[src/rtl/immreg_pkg.sv]
package immreg_pkg;

   // Update selected for the immediate register in one cycle.
   typedef enum logic [1:0] {
      UPD_HOLD = 2'd0,
      UPD_LOAD = 2'd1,
      UPD_TOPB = 2'd2
   } upd_e;

endpackage

[src/rtl/immreg_field_slice.sv]
module immreg_field_slice #(
   parameter int WORD_W = 16,
   parameter int SECT_W = 5,
   parameter int SECT_N = 3,
   localparam int FIELD_W = SECT_W * SECT_N
) (
   input  logic [WORD_W-1:0]  instr,
   output logic [FIELD_W-1:0] field
);

   if (FIELD_W >= WORD_W) begin : g_bad_field
      $error("immediate field must be narrower than the word");
   end

   // Copy each section into its place in the field.
   for (genvar s = 0; s < SECT_N; s++) begin : g_sect
      assign field[s*SECT_W +: SECT_W] = instr[s*SECT_W +: SECT_W];
   end

endmodule

[src/rtl/immreg_expand.sv]
module immreg_expand #(
   parameter int WORD_W     = 16,
   parameter int FIELD_W    = 15,
   parameter int ALIGN_BITS = 1
) (
   input  logic [FIELD_W-1:0] field,
   input  logic               addr_mode,
   output logic [WORD_W-1:0]  value
);

   localparam int ADDR_SPAN = FIELD_W + ALIGN_BITS;

   if (ADDR_SPAN != WORD_W) begin : g_bad_span
      $error("field plus alignment bits must fill the word");
   end

   logic [WORD_W-1:0] addr_val;
   logic [WORD_W-1:0] data_val;

   if (ALIGN_BITS == 0) begin : g_no_align
      assign addr_val = field;
   end else begin : g_align
      assign addr_val = {field, {ALIGN_BITS{1'b0}}};
   end

   assign data_val = {{(WORD_W-FIELD_W){1'b0}}, field};
   assign value    = addr_mode ? addr_val : data_val;

endmodule

[src/rtl/immreg_update_sel.sv]
module immreg_update_sel
   import immreg_pkg::*;
(
   input  logic ld_imm,
   input  logic set_msb,
   output upd_e upd
);

   // A load has priority over a set-top-bit request.
   always_comb begin
      if (ld_imm)       upd = UPD_LOAD;
      else if (set_msb) upd = UPD_TOPB;
      else              upd = UPD_HOLD;
   end

endmodule

[src/rtl/immreg_core.sv]
module immreg_core
   import immreg_pkg::*;
#(
   parameter int WORD_W = 16
) (
   input  logic              clk,
   input  logic              rst,
   input  upd_e              upd,
   input  logic [WORD_W-1:0] load_val,
   output logic [WORD_W-1:0] q
);

   localparam int TOP = WORD_W - 1;

   if (WORD_W < 2) begin : g_bad_width
      $error("register must be at least two bits wide");
   end

   logic [WORD_W-1:0] nxt;

   // Only the top bit reacts to a set-top-bit request.
   for (genvar b = 0; b < WORD_W; b++) begin : g_bit
      if (b == TOP) begin : g_top
         always_comb begin
            unique case (upd)
               UPD_LOAD: nxt[b] = load_val[b];
               UPD_TOPB: nxt[b] = 1'b1;
               default:  nxt[b] = q[b];
            endcase
         end
      end else begin : g_low
         always_comb begin
            nxt[b] = (upd == UPD_LOAD) ? load_val[b] : q[b];
         end
      end
   end

   always_ff @(posedge clk) begin
      if (rst) q <= '0;
      else     q <= nxt;
   end

endmodule

[src/rtl/immreg_unit.sv]
module immreg_unit
   import immreg_pkg::*;
#(
   parameter int WORD_W     = 16,
   parameter int SECT_W     = 5,
   parameter int SECT_N     = 3,
   parameter int ALIGN_BITS = 1
) (
   input  logic              clk,
   input  logic              rst,
   input  logic [WORD_W-1:0] instr_word,
   input  logic              ld_imm,
   input  logic              set_msb,
   input  logic              addr_mode,
   output logic [WORD_W-1:0] imm_value
);

   localparam int FIELD_W = SECT_W * SECT_N;

   logic [FIELD_W-1:0] field;
   logic [WORD_W-1:0]  load_val;
   upd_e               upd;

   immreg_field_slice #(.WORD_W(WORD_W), .SECT_W(SECT_W), .SECT_N(SECT_N)) u_slice (
      .instr(instr_word),
      .field(field)
   );

   immreg_expand #(.WORD_W(WORD_W), .FIELD_W(FIELD_W), .ALIGN_BITS(ALIGN_BITS)) u_expand (
      .field    (field),
      .addr_mode(addr_mode),
      .value    (load_val)
   );

   immreg_update_sel u_sel (
      .ld_imm (ld_imm),
      .set_msb(set_msb),
      .upd    (upd)
   );

   immreg_core #(.WORD_W(WORD_W)) u_core (
      .clk     (clk),
      .rst     (rst),
      .upd     (upd),
      .load_val(load_val),
      .q       (imm_value)
   );

   // R3 address load: field shifted up, low bits zero
   a_r3_addr_load: assert property (@(posedge clk) disable iff (rst)
      (ld_imm && addr_mode) |=>
         imm_value == {$past(instr_word[FIELD_W-1:0]), {ALIGN_BITS{1'b0}}});

   // R4 data load: field zero-extended
   a_r4_data_load: assert property (@(posedge clk) disable iff (rst)
      (ld_imm && !addr_mode) |=>
         imm_value == WORD_W'($past(instr_word[FIELD_W-1:0])));

   // R5 set-top-bit keeps the low bits
   a_r5_top_set: assert property (@(posedge clk) disable iff (rst)
      (!ld_imm && set_msb) |=>
         (imm_value[WORD_W-1] &&
          imm_value[WORD_W-2:0] == $past(imm_value[WORD_W-2:0])));

   // R6 idle hold
   a_r6_idle_hold: assert property (@(posedge clk) disable iff (rst)
      (!ld_imm && !set_msb) |=> $stable(imm_value));

   // R7 load wins over a simultaneous set-top-bit in data mode
   a_r7_load_wins: assert property (@(posedge clk) disable iff (rst)
      (ld_imm && set_msb && !addr_mode) |=> !imm_value[WORD_W-1]);

endmodule

[config.mk]
export PLATFORM = sky130hd
export DESIGN_NAME = immreg_unit
export DESIGN_NICKNAME = d
export VERILOG_FILES = /design/src/rtl/immreg_pkg.sv /design/src/rtl/immreg_field_slice.sv /design/src/rtl/immreg_expand.sv /design/src/rtl/immreg_update_sel.sv /design/src/rtl/immreg_core.sv /design/src/rtl/immreg_unit.sv
export SDC_FILE = /design/constraint.sdc
export NUM_CORES = 1
export LEC_CHECK = 0
export ABC_AREA = 1
export CORE_MARGIN = 5
export CORE_UTILIZATION = 53
export DETAILED_ROUTE_END_ITERATION = 10
export DONT_BUFFER_PORTS = 1
export HOLD_SLACK_MARGIN = 0.08
export PLACE_DENSITY_LB_ADDON = 0.25
export SETUP_SLACK_MARGIN = 0.05
export SLEW_MARGIN = 25
export SYNTH_ARGS = -nofsm -noshare
export SYNTH_HDL_FRONTEND = slang
export SYNTH_SLANG_ARGS = --single-unit
[constraint.sdc]
create_clock -name clk -period 1.6 [get_ports clk]
set_clock_uncertainty 0.15 [all_clocks]
set_input_delay 0.16 -clock clk [delete_from_list [all_inputs] [get_ports clk]]
set_output_delay 0.16 -clock clk [all_outputs]
set_load 0.05 [all_outputs]
# ---- After elaboration in Yosys (flattened, before gate mapping)
# Index checks and enable logic that the tools add are counted.
dict set report op_classes {
  eq_ne 2
  n_mux 4
  reduce_logical 1
}
# cell count
set op_table {}
lappend op_table {{$mux W16} 1}
lappend op_table {{$mux W2} 2}
lappend op_table {{$eq A2 B1 Y1 const B} 1}
lappend op_table {{$eq A2 B2 Y1 const B} 1}
lappend op_table {{$pmux W1 S2} 1}
lappend op_table {{$reduce_bool A2 Y1} 1}
dict set report totals {
  regBits 16
  output_inout_bits 16
}

# ---- Logic depth before layout (Yosys ltp)
dict set report logic_depth {
  word_depth 4
  depth_mapped 7
  ltp_nobuf 5
}

# ---- Hierarchy
# A second synthesis with hierarchy kept.
dict set report hier_totals {
  hier_cells 146
  area_unflattened_um2 1013.5
}
# module n_inst cells_each area_each_um2 seq_area_each_um2
set by_module_without_submodules {}
lappend by_module_without_submodules {immreg_core 1 78 609.3 320.3}
lappend by_module_without_submodules {immreg_expand 1 50 274.0 0.0}
lappend by_module_without_submodules {immreg_field_slice 1 15 112.6 0.0}
lappend by_module_without_submodules {immreg_update_sel 1 3 17.5 0.0}

# ---- Least setup slack after synthesis
# OpenSTA, ideal clock, no wires.
dict set report synth_path {
  path_kind {register to register}
  from {register, netlist name u_core.q[10]}
  to {register u_core.q[10]}
  setup_ps 56
  arrival_ps 876
  required_time_ps 1394
  setup_slack_ps 518
  stages_incl_launch_ff 5
  n_path_buf 0
  period_less_slack_ps 1082
  cell_sequence {dfxtp_1 -> nor2_1 -> nor2_1 -> nand2_1 -> inv_1}
}
# element line_no
set synth_rtl {}
lappend synth_rtl {{end signal, assigned} immreg_core.sv:40} ;# else q <= nxt;
lappend synth_rtl {{end, declared} immreg_core.sv:10} ;# output logic [WORD_W-1:0] q

# ---- Worst setup path after layout
dict set report layout_path {
  from {input instr_word[7]}
  to {register u_core.q[8]}
}
dict set report layout_via {
  elab_chain_cells 1
}
# element line_no
set layout_rtl {}
lappend layout_rtl {{start, declared} immreg_unit.sv:11} ;# input logic [WORD_W-1:0] instr_word,
lappend layout_rtl {{$mux W16} immreg_expand.sv:27} ;# assign value = addr_mode ? addr_val : data_val;
# No other way between the ends.
# A chain may end at the register's enable or synchronous reset.

==> flow_summary_export.csv <==
group,metric,value,unit
logic_synthesis,syn-cell-area,835.8,um2
sta,hold_slack,0.03348,ns
sta,final.setup.tns,0,ns
final_layout,layout.nets,200,
detailed_routing,vias_per_cell,4.870,
worst_setup_path,cp-endpoint,"u_core.q[8]",
worst_setup_path,crit_path_end_kind,"flip-flop",
sta,setup_violations,0,
worst_setup_path,reg2reg_to,"u_core.q[15]",
power,p_switching,341.4,uW
final_layout,area_delta_synth_final,50.45,%
logic_synthesis,synth-xor-area-share,0,%
worst_setup_path,r2r_start,"u_core.q[15]",
clock_network,cts.reportedPaths.clkPinSlew,0.09,ns
final_layout,diodes,0,
hold_path,hp-class,"input port to flip-flop",
floorplan,dieArea,0.002471,mm2
clock_network,cts_made_buffers,3,
worst_setup_path,arrival,1.55,ns
job,maxCapViolations,0,
final_layout,largest_register_ffs,16,
worst_setup_path,startpoint_type,"input port",
logic_synthesis,synth_seq_cells,16,
power,p_per_area,784.4,mW/mm2
logic_synthesis,synth_top_family_by_area,"simple AND/OR/NAND/NOR gates",
logic_synthesis,yosysTopAreaCell,"dfxtp_1",
logic_synthesis,synth-compound-area-share,1.048,%
logic_synthesis,synth-adder-area-share,0,%
place,place_area,902.1,um2
detailed_routing,vias,940,
grt,grt_max_degree,25,
logic_synthesis,synth.avg_cell_area,6.284,um2
clock_network,cts.htree.levels,1,
sta,setup_slack,0.09851,ns
sta,hold_viol,0,
power,max-vdd-ir-drop,618.8,uV
worst_setup_path,critical_path_class,"input port to flip-flop",
logic_synthesis,yosysWarnings,0,
sta,slew_violations,0,
final_layout,final_cells,193,
power,p_sw_share,34.62,%
grt,gr-total-overflow,0,
grt,antenna_found_initial,0,
clock_network,cts_tree,"done",
final_layout,fin_util,83.47,%
sta,rsz0062_at_grt,"yes",
power,clkPwrFrac,22.7,%
floorplan,row_count,14,
clock_network,clock_latency,0.29,ns
logic_synthesis,netlist.area_leader.share,38.32,%
floorplan,die_x,49.71,um
worst_setup_path,cp-startpoint,"instr_word[7]",
power,seq_power_share,44.3,%
detailed_routing,wire_per_inst,13.55,um
sta,timing.slew.headroom,38.12,%
logic_synthesis,netlist_instances,133,
logic_synthesis,yosys.area_share.simple,43.86,%
power,pwr-share-comb,33.0,%
logic_synthesis,ys_seq_area_share,38.32,%
clock_network,cts_setup_buffers,0,
place,dp_cells,157,
hold_path,whs_path_depth,5,
floorplan,core_area,0.001506,mm2
detailed_routing,firstDrtPassIters,4,
final_layout,fin_area,0.001257,mm2
place,place_hpwl,1217,um
grt,grtUsageTotal,23.62,%
detailed_routing,route.detailed.drc,0,
detailed_routing,ant_nets,0,
final_layout,top_regs,"u_core.q: 16 flops",
final_layout,top_register,"u_core.q",
worst_setup_path,path_max_fanout,2,
power,intPower,644.9,uW
sta,finalCritPeriodShare,93.84,%
floorplan,start_util,55.48,%
final_layout,fill_cells,100,
grt,grt_pass1_wl,4554,um
worst_setup_path,cp_data_required_time,1.65,ns
sta,fin_crit,1.501,ns
clock_network,cts_sinks,16,
logic_synthesis,synth_area_leaders,"dfxtp_1, nand2_1, nor2_1",
place,portBuffers,0,
worst_setup_path,crit_chain,"dlygate4sd3_1 > nand2_1 > dlygate4sd3_1 > nand3_1 > nand2_1 > inv_1",
worst_setup_path,cpPeakStageDelay,0.56,ns
worst_setup_path,critPathSlowestCell,"dlygate4sd3_1",
clock_network,clockBufferDepth,2,
logic_synthesis,syn-num-nets,154,
floorplan,die_h,49.71,um
sta,tightestPinTransition,0.9281,ns
worst_setup_path,rrSetupSlack,0.52,ns
logic_synthesis,synthMuxAreaShare,0,%
power,power_leakage,0.6689,nW
sta,fmax,666.0,MHz
clock_network,cts_root_buffer,"clkbuf_4",
floorplan,ioPinCount,37,
detailed_routing,wl,2616,um
place,gp_congestion,0.7723,
detailed_routing,drtIter0Drc,12,
final_layout,drive_gt1_share,12.99,%
place,post-place-ws,0.6060,ns
outcome,outcome,"finished clean",
power,p_total,986.3,uW
grt,grt_pass1_vias,975,
logic_synthesis,ys_types,13,
worst_setup_path,rr_worst_depth,3,
-- synth_stat cells --
cell      n
inv_4     1
inv_1    15
a21oi_2   1
buf_2     2
nand3_2   1
nor2_1   29
nor3_1    1
buf_4     1
inv_2     1
nand2_1  46
dfxtp_1  16
buf_6     5
nand3_1  14
-- power groups by stage --
stage / logic (mW) / clock network (mW) / registers (mW)
after floorplan: 0.107 / 0 / 0.547
after global placement: 0.229 / 0 / 0.444
after detailed placement: 0.233 / 0 / 0.444
after CTS: 0.318 / 0.216 / 0.435
after global routing: 0.351 / 0.248 / 0.440
final: 0.326 / 0.224 / 0.437
-- cell type report --
cell class | instances | area, um2 | share of cell area, %
Clock buffer | 3 | 22.52 | 1.791
Inverter | 17 | 66.31 | 5.274
Multi-Input combinational cell | 92 | 375.4 | 29.85
Sequential cell | 16 | 320.3 | 25.47
Tap cell | 16 | 20.02 | 1.592
Timing Repair Buffer | 49 | 452.9 | 36.02
-- placed cells by master (no fill, tap or decap) --
cell type        n
a21oi_2          1
buf_4           16
clkbuf_4         3
dfxtp_1         16
dlygate4sd3_1   32
dlymetal6s4s_1   1
inv_1           15
inv_2            1
inv_4            1
nand2_1         46
nand3_1         14
nand3_2          1
nor2_1          29
nor3_1           1
-- repair_timing --
| item | 4_1_cts | 5_1_grt |
|---|---|---|
| hold buffers | 34 | 1 |
| endpoints found under the setup margin | 0 | 15 |
| endpoints found under the hold margin | 16 | 1 |
| resized for setup | 0 | 1 |
-- how the worst min path moves through the flow --
stage | from | end | slack (ns)
floorplan | set_msb | u_core.q[15] | 0.13
global placement | rst | u_core.q[0] | 0.08
detailed placement | rst | u_core.q[0] | 0.08
CTS | set_msb | u_core.q[15] | 0.42
global route | addr_mode | u_core.q[14] | 0.13
finish | addr_mode | u_core.q[14] | 0.03
-- critical path, delay by kind of cell --
kind | cells | cell delay (ns)
buffers and inverters | 3 | 1.14
AND/OR/NAND/NOR | 3 | 0.26
-- per-layer routing --
metal / routed length (um) / global-route usage (%) / vias up
li1: - / - / 483
met1: 1100 / 27.68 / 422
met2: 1287 / 39.41 / 26
met3: 151 / 6.325 / 9
met4: 77 / 10.92 / 0
met5: 0 / 0 / -
-- logic make-up after synthesis --
kind of cell | Yosys count
compound gates | 1
buf+inv | 25
simple gates | 91
flops | 16
No activity file was read; power rests on OpenSTA's default activity.
